[src/rtl/cal_seq_pkg.sv]
package cal_seq_pkg;

   typedef enum logic [2:0] {
      ST_IDLE,
      ST_RST,
      ST_RWAIT,
      ST_ZSET,
      ST_ZCNT,
      ST_ZOFF,
      ST_GSET,
      ST_GCNT
   } cal_state_e;

   // ideal ones densities, Q0.8
   localparam logic [7:0] DENS_ZERO_BIP = 8'd128;
   localparam logic [7:0] DENS_ZERO_UNI = 8'd96;
   localparam logic [7:0] DENS_GAIN     = 8'd160;

   function automatic logic [7:0] zero_density(input logic bip);
      return bip ? DENS_ZERO_BIP : DENS_ZERO_UNI;
   endfunction

endpackage

[src/rtl/cal_interval_timer.sv]
module cal_interval_timer #(
   parameter int TW = 16
) (
   input  logic          clk_i,
   input  logic          rst_ni,
   input  logic          load_i,
   input  logic [TW-1:0] val_i,
   output logic          expired_o
);
   logic [TW-1:0] cnt_q;

   always_ff @(posedge clk_i or negedge rst_ni) begin
      if (!rst_ni)              cnt_q <= '0;
      else if (load_i)          cnt_q <= val_i;
      else if (cnt_q != '0)     cnt_q <= cnt_q - TW'(1);
   end

   assign expired_o = (cnt_q == '0);
endmodule

[src/rtl/cal_ones_tally.sv]
module cal_ones_tally #(
   parameter int CW = 15
) (
   input  logic          clk_i,
   input  logic          rst_ni,
   input  logic          clr_i,
   input  logic          en_i,
   input  logic          bit_i,
   output logic [CW-1:0] sum_o
);
   logic [CW-1:0] acc_q;

   // running total including the current bit
   assign sum_o = acc_q + CW'(en_i & bit_i);

   always_ff @(posedge clk_i or negedge rst_ni) begin
      if (!rst_ni)     acc_q <= '0;
      else if (clr_i)  acc_q <= '0;
      else if (en_i)   acc_q <= sum_o;
   end
endmodule

[src/rtl/cal_seq_top.sv]
module cal_seq_top
   import cal_seq_pkg::*;
#(
   parameter int WIN_W        = 15,
   parameter int RES_W        = 24,
   parameter int RST_CYC      = 4,
   parameter int DVAL_LOW_CYC = 20,
   parameter int SETTLE_CYC   = 1000,
   parameter int MAX_RETRY    = 3
) (
   input  logic                    clk_i,
   input  logic                    rst_ni,
   input  logic                    start_i,
   input  logic                    mode_bip_i,
   input  logic [WIN_W-1:0]        win_len_i,
   input  logic                    dval_i,
   input  logic                    bit_a_i,
   input  logic                    bit_b_i,
   output logic                    mod_rst_o,
   output logic                    zero_in_o,
   output logic                    gain_in_o,
   output logic signed [RES_W-1:0] off_err_a_o,
   output logic signed [RES_W-1:0] off_err_b_o,
   output logic signed [RES_W-1:0] gain_err_a_o,
   output logic signed [RES_W-1:0] gain_err_b_o,
   output logic                    busy_o,
   output logic                    done_o,
   output logic                    err_o
);
   localparam int NCH       = 2;
   localparam int LONG_WAIT = DVAL_LOW_CYC + SETTLE_CYC;
   localparam int WIN_MAX   = (1 << WIN_W);
   localparam int MAXV      = (LONG_WAIT > WIN_MAX) ? LONG_WAIT : WIN_MAX;
   localparam int TW        = $clog2(MAXV + 1);
   localparam int RW        = $clog2(MAX_RETRY + 2);

   if (RES_W < WIN_W + 9) begin : g_bad_res
      $error("RES_W too narrow for WIN_W plus 8 fraction bits and sign");
   end
   if (RST_CYC < 1 || SETTLE_CYC < 1 || DVAL_LOW_CYC < 0) begin : g_bad_time
      $error("interval parameters out of range");
   end
   if (MAX_RETRY < 0) begin : g_bad_retry
      $error("MAX_RETRY must not be negative");
   end

   cal_state_e        st_q, st_d;
   logic              tmr_load, tmr_exp;
   logic [TW-1:0]     tmr_val;
   logic [WIN_W-1:0]  win_q;
   logic              mode_q, mode_d_q, stale_q;
   logic [RW-1:0]     retry_q;
   logic              begin_run, abort, fail, fin_zero, fin_gain;
   logic              done_q, err_q;
   logic              counting, tally_clr;
   logic [7:0]        dens;
   logic [NCH-1:0]    bits;
   logic              mode_chg;

   assign bits      = {bit_b_i, bit_a_i};
   assign counting  = (st_q == ST_ZCNT) || (st_q == ST_GCNT);
   assign tally_clr = (st_q == ST_ZSET) || (st_q == ST_GSET);
   assign dens      = (st_q == ST_ZCNT) ? zero_density(mode_q) : DENS_GAIN;
   assign mode_chg  = (mode_bip_i != mode_d_q);

   cal_interval_timer #(.TW(TW)) tmr_i (
      .clk_i     (clk_i),
      .rst_ni    (rst_ni),
      .load_i    (tmr_load),
      .val_i     (tmr_val),
      .expired_o (tmr_exp)
   );

   always_comb begin
      st_d      = st_q;
      tmr_load  = 1'b0;
      tmr_val   = '0;
      begin_run = 1'b0;
      abort     = 1'b0;
      fail      = 1'b0;
      fin_zero  = 1'b0;
      fin_gain  = 1'b0;
      unique case (st_q)
         ST_IDLE: if (start_i && win_len_i != '0) begin
            st_d = ST_RST; tmr_load = 1'b1; tmr_val = TW'(RST_CYC - 1); begin_run = 1'b1;
         end
         ST_RST: if (tmr_exp) begin
            st_d = ST_RWAIT; tmr_load = 1'b1; tmr_val = TW'(LONG_WAIT - 1);
         end
         ST_RWAIT, ST_ZOFF: if (tmr_exp) begin
            st_d = (st_q == ST_RWAIT) ? ST_ZSET : ST_GSET;
            tmr_load = 1'b1; tmr_val = TW'(SETTLE_CYC - 1);
         end
         ST_ZSET, ST_GSET: if (tmr_exp) begin
            st_d = (st_q == ST_ZSET) ? ST_ZCNT : ST_GCNT;
            tmr_load = 1'b1; tmr_val = TW'(win_q) - TW'(1);
         end
         ST_ZCNT, ST_GCNT: begin
            if (!dval_i) begin
               abort = 1'b1;
               if (retry_q < RW'(MAX_RETRY)) begin
                  st_d = (st_q == ST_ZCNT) ? ST_ZSET : ST_GSET;
                  tmr_load = 1'b1; tmr_val = TW'(SETTLE_CYC - 1);
               end else begin
                  st_d = ST_IDLE; fail = 1'b1;
               end
            end else if (tmr_exp) begin
               if (st_q == ST_ZCNT) begin
                  st_d = ST_ZOFF; tmr_load = 1'b1; tmr_val = TW'(SETTLE_CYC - 1);
                  fin_zero = 1'b1;
               end else begin
                  st_d = ST_IDLE; fin_gain = 1'b1;
               end
            end
         end
         default: st_d = ST_IDLE;
      endcase
   end

   always_ff @(posedge clk_i or negedge rst_ni) begin
      if (!rst_ni) begin
         st_q     <= ST_IDLE;
         win_q    <= '0;
         mode_q   <= 1'b0;
         mode_d_q <= 1'b0;
         stale_q  <= 1'b0;
         retry_q  <= '0;
         done_q   <= 1'b0;
         err_q    <= 1'b0;
      end else begin
         st_q     <= st_d;
         mode_d_q <= mode_bip_i;
         if (begin_run) begin
            win_q  <= win_len_i;
            mode_q <= mode_bip_i;
         end
         if (begin_run || fin_zero) retry_q <= '0;
         else if (abort && !fail)   retry_q <= retry_q + RW'(1);
         if (begin_run)      stale_q <= 1'b0;
         else if (mode_chg)  stale_q <= 1'b1;
         if (begin_run || mode_chg)    done_q <= 1'b0;
         else if (fin_gain && !stale_q) done_q <= 1'b1;
         if (begin_run)  err_q <= 1'b0;
         else if (abort) err_q <= 1'b1;
      end
   end

   logic [RES_W-1:0] off_q  [NCH];
   logic [RES_W-1:0] gain_q [NCH];

   for (genvar ch = 0; ch < NCH; ch++) begin : g_chan
      logic [WIN_W-1:0] sum;
      logic [RES_W-1:0] diff;

      cal_ones_tally #(.CW(WIN_W)) tally_i (
         .clk_i  (clk_i),
         .rst_ni (rst_ni),
         .clr_i  (tally_clr),
         .en_i   (counting && dval_i),
         .bit_i  (bits[ch]),
         .sum_o  (sum)
      );

      assign diff = (RES_W'(sum) << 8) - (RES_W'(win_q) * RES_W'(dens));

      always_ff @(posedge clk_i or negedge rst_ni) begin
         if (!rst_ni) begin
            off_q[ch]  <= '0;
            gain_q[ch] <= '0;
         end else begin
            if (fin_zero) off_q[ch]  <= diff;
            if (fin_gain) gain_q[ch] <= diff;
         end
      end
   end

   assign mod_rst_o    = (st_q == ST_RST);
   assign zero_in_o    = (st_q == ST_ZSET) || (st_q == ST_ZCNT);
   assign gain_in_o    = (st_q == ST_GSET) || (st_q == ST_GCNT);
   assign busy_o       = (st_q != ST_IDLE);
   assign done_o       = done_q;
   assign err_o        = err_q;
   assign off_err_a_o  = $signed(off_q[0]);
   assign off_err_b_o  = $signed(off_q[1]);
   assign gain_err_a_o = $signed(gain_q[0]);
   assign gain_err_b_o = $signed(gain_q[1]);
endmodule

[config.mk]
export PLATFORM = sky130hd
export DESIGN_NAME = cal_seq_top
export DESIGN_NICKNAME = d
export VERILOG_FILES = /design/src/rtl/cal_seq_pkg.sv /design/src/rtl/cal_interval_timer.sv /design/src/rtl/cal_ones_tally.sv /design/src/rtl/cal_seq_top.sv
export SDC_FILE = /design/constraint.sdc
export NUM_CORES = 1
export LEC_CHECK = 0
export BUFFER_PORTS_ARGS = -buffer_cell sky130_fd_sc_hd__buf_2
export CORE_MARGIN = 4
export CORE_UTILIZATION = 30
export DETAILED_ROUTE_END_ITERATION = 10
export PLACE_DENSITY = 0.46
export SYNTH_ARGS = -nofsm -noshare
export SYNTH_HDL_FRONTEND = slang
export SYNTH_HIERARCHICAL = 1
export SYNTH_SLANG_ARGS = --single-unit
[constraint.sdc]
create_clock -name clk_i -period 9 [get_ports clk_i]
set_clock_uncertainty 0.05 [all_clocks]
set_input_delay 1.8 -clock clk_i [delete_from_list [all_inputs] [get_ports clk_i]]
set_output_delay 1.8 -clock clk_i [all_outputs]
set_load 0.02 [all_outputs]
---- Word level (Yosys, flattened, before mapping) ----
Cells that the tools add are included.
cells by class
  reduce and logical (&&, ||, !) cells .... 28
  add/sub/neg operators ................... 7
  eq/ne operators ......................... 13
  muxes and demuxes ....................... 56
  bitwise gates (word level) .............. 2
  $mul .................................... 1
  $lt $le $gt $ge ......................... 1
operators with widths
  cell                                                 count
  case mux 16 bit (5 select lines)                     1
  2-to-1 mux 16 bit                                    4
  2-to-1 mux 15 bit                                    4
  2-to-1 mux 10 bit                                    5
  subtractor 23 x 23 -> 24 bit                         2
  2-to-1 mux 3 bit                                     12
  adder 15 bit                                         2
  2-to-1 mux 1 bit                                     24
  multiplier 15 x 8 -> 23 bit                          1
  logical NOT 16 bit                                   1
  2-to-1 mux 8 bit                                     2
  nonzero test 16 bit                                  1
  subtractor 15 x 1 -> 16 bit (second input constant)  1
  subtractor 16 x 1 -> 16 bit (second input constant)  1
  case mux 3 bit (5 select lines)                      1
  nonzero test 15 bit                                  1
  == test 3 bit (second input constant)                4
  nonzero test 2 bit                                   6
  == test 3 x 2 -> 1 bit (second input constant)       2
  logical OR 1 bit                                     6
  inequality test 2 bit (second input constant)        3
  OR reduction 2 bit                                   3
  AND reduction 5 bit                                  1
  OR reduction 5 bit                                   1
  13 further kinds                                     19
storage, ports and cells
  input port bits ......................... 22
  output and inout bits ................... 102
  logic and storage cells ................. 123
  bits in registers ....................... 168

---- Depth between registers and ports, before layout ----
  word-level depth ........................ 8
  depth in mapped cells ................... 29
  depth with buffers taken out ............ 26

---- Cells and area by module ----
Netlist, hierarchy kept.
by module, submodules not included
  module              cells an instance  area an instance (sq um)  sequential area each (sq um)  instances
  cal_seq_top         870                7587.3                    2402.3                        1
  cal_ones_tally      116                1022.2                    375.4                         2
  cal_interval_timer  104                1006.0                    400.4                         1

---- Least setup slack after synthesis ----
OpenSTA, ideal clock, no wires.
  path type ............................... register to register
  start ................................... register st_q[2]
  end ..................................... register gain_q (netlist bit gain_err_a_o[23])
  library setup time ...................... 82 ps
  path slack .............................. 2482 ps
  stages on the path, launching flop included .. 27
  data arrival time ....................... 6387 ps
  buffers on the path ..................... 3
  data required time ...................... 8868 ps
  period minus slack after synthesis ...... 6518 ps
  path through ............................ dfrtp_1 clkbuf_1 clkbuf_1 nand2_1 or2_2 clkbuf_1 and2_1 fa_1 ha_1 ha_1 ha_1 ha_1 inv_1 fa_1 and2b_1 o2111ai_2 nand3b_1 xnor2_1 ha_1 o21a_1 and3_1 a221o_1 maj3_2 maj3_2 maj3_2 a211o_1 a31oi_1
on the way
  cells in the longest elaborated chain, start to end .. 6
  elaborated cells between the ends (all ways) .. 14
  those cells by class .................... add/sub: 2; mul: 1; eq/ne: 2; mux: 5; bitwise: 1; reduce/logical: 3
RTL lines
  what                                                                  line                source
  start, declared                                                       cal_seq_top.sv:47   cal_state_e st_q, st_d;
  start signal, assigned                                                cal_seq_top.sv:131  st_q <= st_d;
  branches (longest 6 deep; another with subtractor 23 x 23 -> 24 bit)  -
  end signal, assigned by index                                         cal_seq_top.sv:172  if (fin_gain) gain_q[ch] <= diff;
  end, declared                                                         cal_seq_top.sv:149  logic [RES_W-1:0] gain_q [NCH];
Parallel ways; which one is timed is not known.
A chain may end at the register's enable or synchronous reset.

---- Worst setup path in the final report ----
  start ................................... register st_q[0]
  end ..................................... register off_q (netlist bit off_err_a_o[23])
on the way
  cells in the longest elaborated chain, start to end .. 6
  elaborated cells between the ends (all ways) .. 14
  those cells by class .................... add/sub: 2; mul: 1; eq/ne: 2; mux: 5; bitwise: 1; reduce/logical: 3
RTL lines
  what                                                                  line                source
  branches (longest 6 deep; another with subtractor 23 x 23 -> 24 bit)  -
  end signal, assigned by index                                         cal_seq_top.sv:171  if (fin_zero) off_q[ch] <= diff;
  end, declared                                                         cal_seq_top.sv:148  logic [RES_W-1:0] off_q [NCH];
Parallel ways; which one is timed is not known.

==> flow_summary.json <==
{
  "holdPathStages": 2,
  "intPower_uw": 2020,
  "hold_class": "reg -> reg",
  "drc": 0,
  "min_period_ns": 7.17,
  "path_clk_slew_ns": 0.06,
  "yosys-top-cells-area": "dfrtp_1 33%, ha_1 10%, nand2_1 7.2%",
  "rows": 68,
  "hpwl_mm": 22.0,
  "cts_tree": "yes",
  "antenna_found_initial": 0,
  "via_count": 8516,
  "synth_top_area_cell": "dfrtp_1",
  "multi_input_area_um2": 6500,
  "hold_buffers": 0,
  "setup_ws_ns": 1.83,
  "yosysSeqAreaShare_pct": 33.4,
  "ctsResizeCount": 0,
  "clockBufferDepth": 2,
  "slew_headroom_pct": 25.5,
  "syn_area_um2": 10600,
  "avgRoutedWirePerCell_um": 16.6,
  "drive_gt1_share_pct": 16.3,
  "yosys_warnings": 6,
  "switchingPower_uw": 1910,
  "cp-start-kind": "flip-flop",
  "die_area_um2": 38500,
  "drt-initial-drc-count": 545,
  "floorplan.die.height_um": 196,
  "synthSimpleGateAreaFrac_pct": 22.3,
  "ir_worst_vdd_mv": 0.205,
  "r2r_slack_ns": 1.83,
  "required_ns": 9.32,
  "pwr_density_cell_nw_per_um2": 329,
  "synth_edf_count": 0,
  "cts_htree_levels": 4,
  "crit_chain": "nor2_1 > nand2_1 > nor2_1 > and2_1 > fa_1 > ha_1 > ha_1 > ha_1 > ha_1 > inv_1 > fa_1 > and2b_1 > o2111ai_2 > nand3b_1 > xnor2_1 > ha_1 > o21a_1 > and3_1 > a221o_1 > maj3_2 > maj3_2 > maj3_2 > a211o_1 > a31oi_1",
  "place_area_um2": 11400,
  "io_buffer_count": 103,
  "cts_setup_buffers": 0,
  "setup_viol": 0,
  "timing.rr.end": "off_err_a_o[23]$_DFFE_PN0P_",
  "clock_sinks": 142,
  "hold_end": "gain_err_b_o[11]$_DFFE_PN0P_",
  "clock_latency_ns": 0.44,
  "drv_cap": 0,
  "grt_setup_unrepaired": "no",
  "switching_share_pct": 48.6,
  "fin_crit_sh_pct": 79.7,
  "ant_nets": 0,
  "num_io_pins": 124,
  "grt_pass1_wl_mm": 45.8,
  "cts_made_buffers": 17,
  "r2r-start": "st_q[0]$_DFFE_PN0P_",
  "synth_xor_area_share_pct": 8.39,
  "worst_slew_pin_slew_ns": 1.12,
  "core_um2": 34800,
  "via_per_inst": 4.91,
  "muxShareOfSynthArea_pct": 3.85,
  "leakagePower_uw": 0.00589,
  "nFillCells": 3656,
  "grt_max_degree": 79,
  "yosys_register_bits": 142,
  "synthAdderAreaFrac_pct": 14.0,
  "root_buffer": "clkbuf_16",
  "gp_congestion": 0.883,
  "synth_top_area_share_pct": 33.4,
  "synthDistinctLibCells": 75,
  "critPathMaxFanout": 18,
  "grtUsageTotal_pct": 15.0,
  "crit_slowest_cell": "nor2_1",
  "cp.arrival_ns": 7.48,
  "nets": 1392,
  "antenna_cells": 0,
  "comb_power_share_pct": 60.9,
  "pwr-share-seq_pct": 22.0,
  "start_util_pct": 30.6,
  "crit_type": "reg -> reg",
  "reg2reg_depth": 24,
  "outcome": "finished, final reports clean",
  "worst_path_most_repeated_cell": "ha_1",
  "die_width_um": 196,
  "max_stage_delay_ns": 0.67,
  "syn-instance-count": 1206,
  "synthArstFlopShare_pct": 100,
  "drv_slew": 0,
  "drt_pass1_iterations": 4,
  "register_area_um2": 3550,
  "finalHoldViolCount": 0,
  "synth_top_flop_cell": "dfrtp_1",
  "overflow": 0,
  "synth-compound-area-share_pct": 11.8,
  "synth_area_per_cell_um2": 8.82,
  "clkPwrFrac_pct": 17.1,
  "post-place-ws_ns": 1.85,
  "tns_ns": 0,
  "hp-start": "gain_err_b_o[11]$_DFFE_PN0P_",
  "grt_pass1_vias": 8088,
  "synth_top_family_by_area": "simple AND/OR/NAND/NOR gates",
  "wl_mm": 28.7,
  "design_area_um2": 12000,
  "cp-end-kind": "flip-flop",
  "fmax_mhz": 139,
  "area_growth_pct": 12.4
}
how the worst max path moves through the flow:
stage | cells past startpoint | start | to | slack (ns)
after detailed placement | 24 | st_q[0]$_DFFE_PN0P_ | off_err_a_o[23]$_DFFE_PN0P_ | 1.85
after floorplan | 26 | st_q[2]$_DFFE_PN0P_ | gain_err_a_o[23]$_DFFE_PN0P_ | 2.48
after global routing | 24 | st_q[0]$_DFFE_PN0P_ | off_err_a_o[22]$_DFFE_PN0P_ | 1.35
final | 24 | st_q[0]$_DFFE_PN0P_ | off_err_a_o[23]$_DFFE_PN0P_ | 1.83
after global placement | 24 | st_q[0]$_DFFE_PN0P_ | gain_err_a_o[23]$_DFFE_PN0P_ | 1.91
after CTS | 24 | st_q[0]$_DFFE_PN0P_ | off_err_a_o[23]$_DFFE_PN0P_ | 1.82
metrics by stage:
step                util (%)  cells  total power (µW)  hold slack [ns]
finish                  34.4   1735              3930            0.421
global route            34.4   1735              4280            0.434
CTS                     34.4   1735              3990            0.427
detailed placement      32.8   1705              3290            0.412
global placement        32.8   1705              3280            0.407
floorplan                  -   1225              2640            0.413
cells in the mapped netlist, types with 3 or more instances:
master,count
nand2_1,204
nor3_1,26
o21a_1,9
or4_1,10
mux2i_1,6
dfrtp_1,142
buf_4,29
o21bai_1,4
a21o_1,13
a221o_1,4
fa_1,15
o211a_1,6
nand3_1,17
maj3_1,3
o22ai_1,3
inv_1,54
a21oi_1,55
nor4_2,6
mux2_2,29
buf_2,17
xnor2_1,56
a31oi_1,8
nor2b_1,16
clkbuf_1,37
nand3b_1,6
nand4_1,26
nor4_1,18
maj3_2,7
nand2b_1,18
nor2_1,72
o31a_1,3
xor2_1,44
ha_1,86
or3_1,18
or2_2,6
and2_1,13
and3_1,6
o31ai_1,13
o21ai_0,56
power by group through the flow:
stage | logic [µW] | clock network (µW) | registers, µW
after global routing | 2670 | 723 | 882
after global placement | 2400 | 0 | 878
after floorplan | 1840 | 0 | 803
after detailed placement | 2410 | 0 | 878
final | 2390 | 674 | 866
after CTS | 2430 | 700 | 866
worst max-delay path: cells and delay by family (launching register included):
family	cells	cell delay [ns]
fa+ha+maj	10	3.05
simple gates	7	1.84
compound gates	5	1.25
flops	1	0.56
xor+xnor	1	0.26
buf+inv	1	0.07
metal layers:
| metal | wire length [µm] | vias up | track usage (%) |
|---|---|---|---|
| met5 | 0 | - | 0 |
| met4 | 470 | 0 | 4.50 |
| met3 | 1190 | 24 | 2.83 |
| met2 | 12500 | 147 | 22.1 |
| met1 | 14600 | 4084 | 22.4 |
| li1 | - | 4261 | - |
kinds of logic (layout without fill, tap and decap cells):
family	Yosys count	in the layout
buffers and inverters	141	196
xor gates and xnor gates	101	101
muxes	37	37
AOI/OAI and AO/OA	196	196
other	1	20
adders and majority gates	111	111
and+or+nand+nor	477	477
DFF	142	142
state kept, by name, indices dropped and copies added (netlist names):
name	count
done_o	1
err_o	1
g_chan.tally_i/acc_q	30
gain_err_a_o	19
gain_err_b_o	16
mode_d_q	1
mode_q	1
off_err_a_o	19
off_err_b_o	16
retry_q	3
st_q	3
stale_q	1
tmr_i/cnt_q	16
win_q	15
area by class of cell:
cell class | count | area share [%]
well taps | 455 | 4.76
flip-flops and latches | 142 | 29.7
inverters | 54 | 1.70
repair buffers | 112 | 4.93
clock buffers | 21 | 3.77
clock inverters | 9 | 0.754
multi-input cells | 942 | 54.4
cell usage in the layout (no fill, tap or decap), drive strengths merged, types with 16 or more instances in the layout:
cell type / Yosys / final
nor4: 25 / 25
xor2: 44 / 44
o21ai: 58 / 58
nand4: 28 / 28
mux2: 31 / 31
ha: 86 / 86
xnor2: 57 / 57
clkbuf: 38 / 21
inv: 54 / 55
a21oi: 55 / 55
buf: 49 / 112
or3: 18 / 18
nor3: 27 / 27
nand2: 204 / 204
nand2b: 18 / 18
nor2: 72 / 72
nand3: 18 / 18
nor2b: 16 / 16
dfrtp: 142 / 142
conb: 1 / 20
No activity file was read; power rests on OpenSTA's default activity.
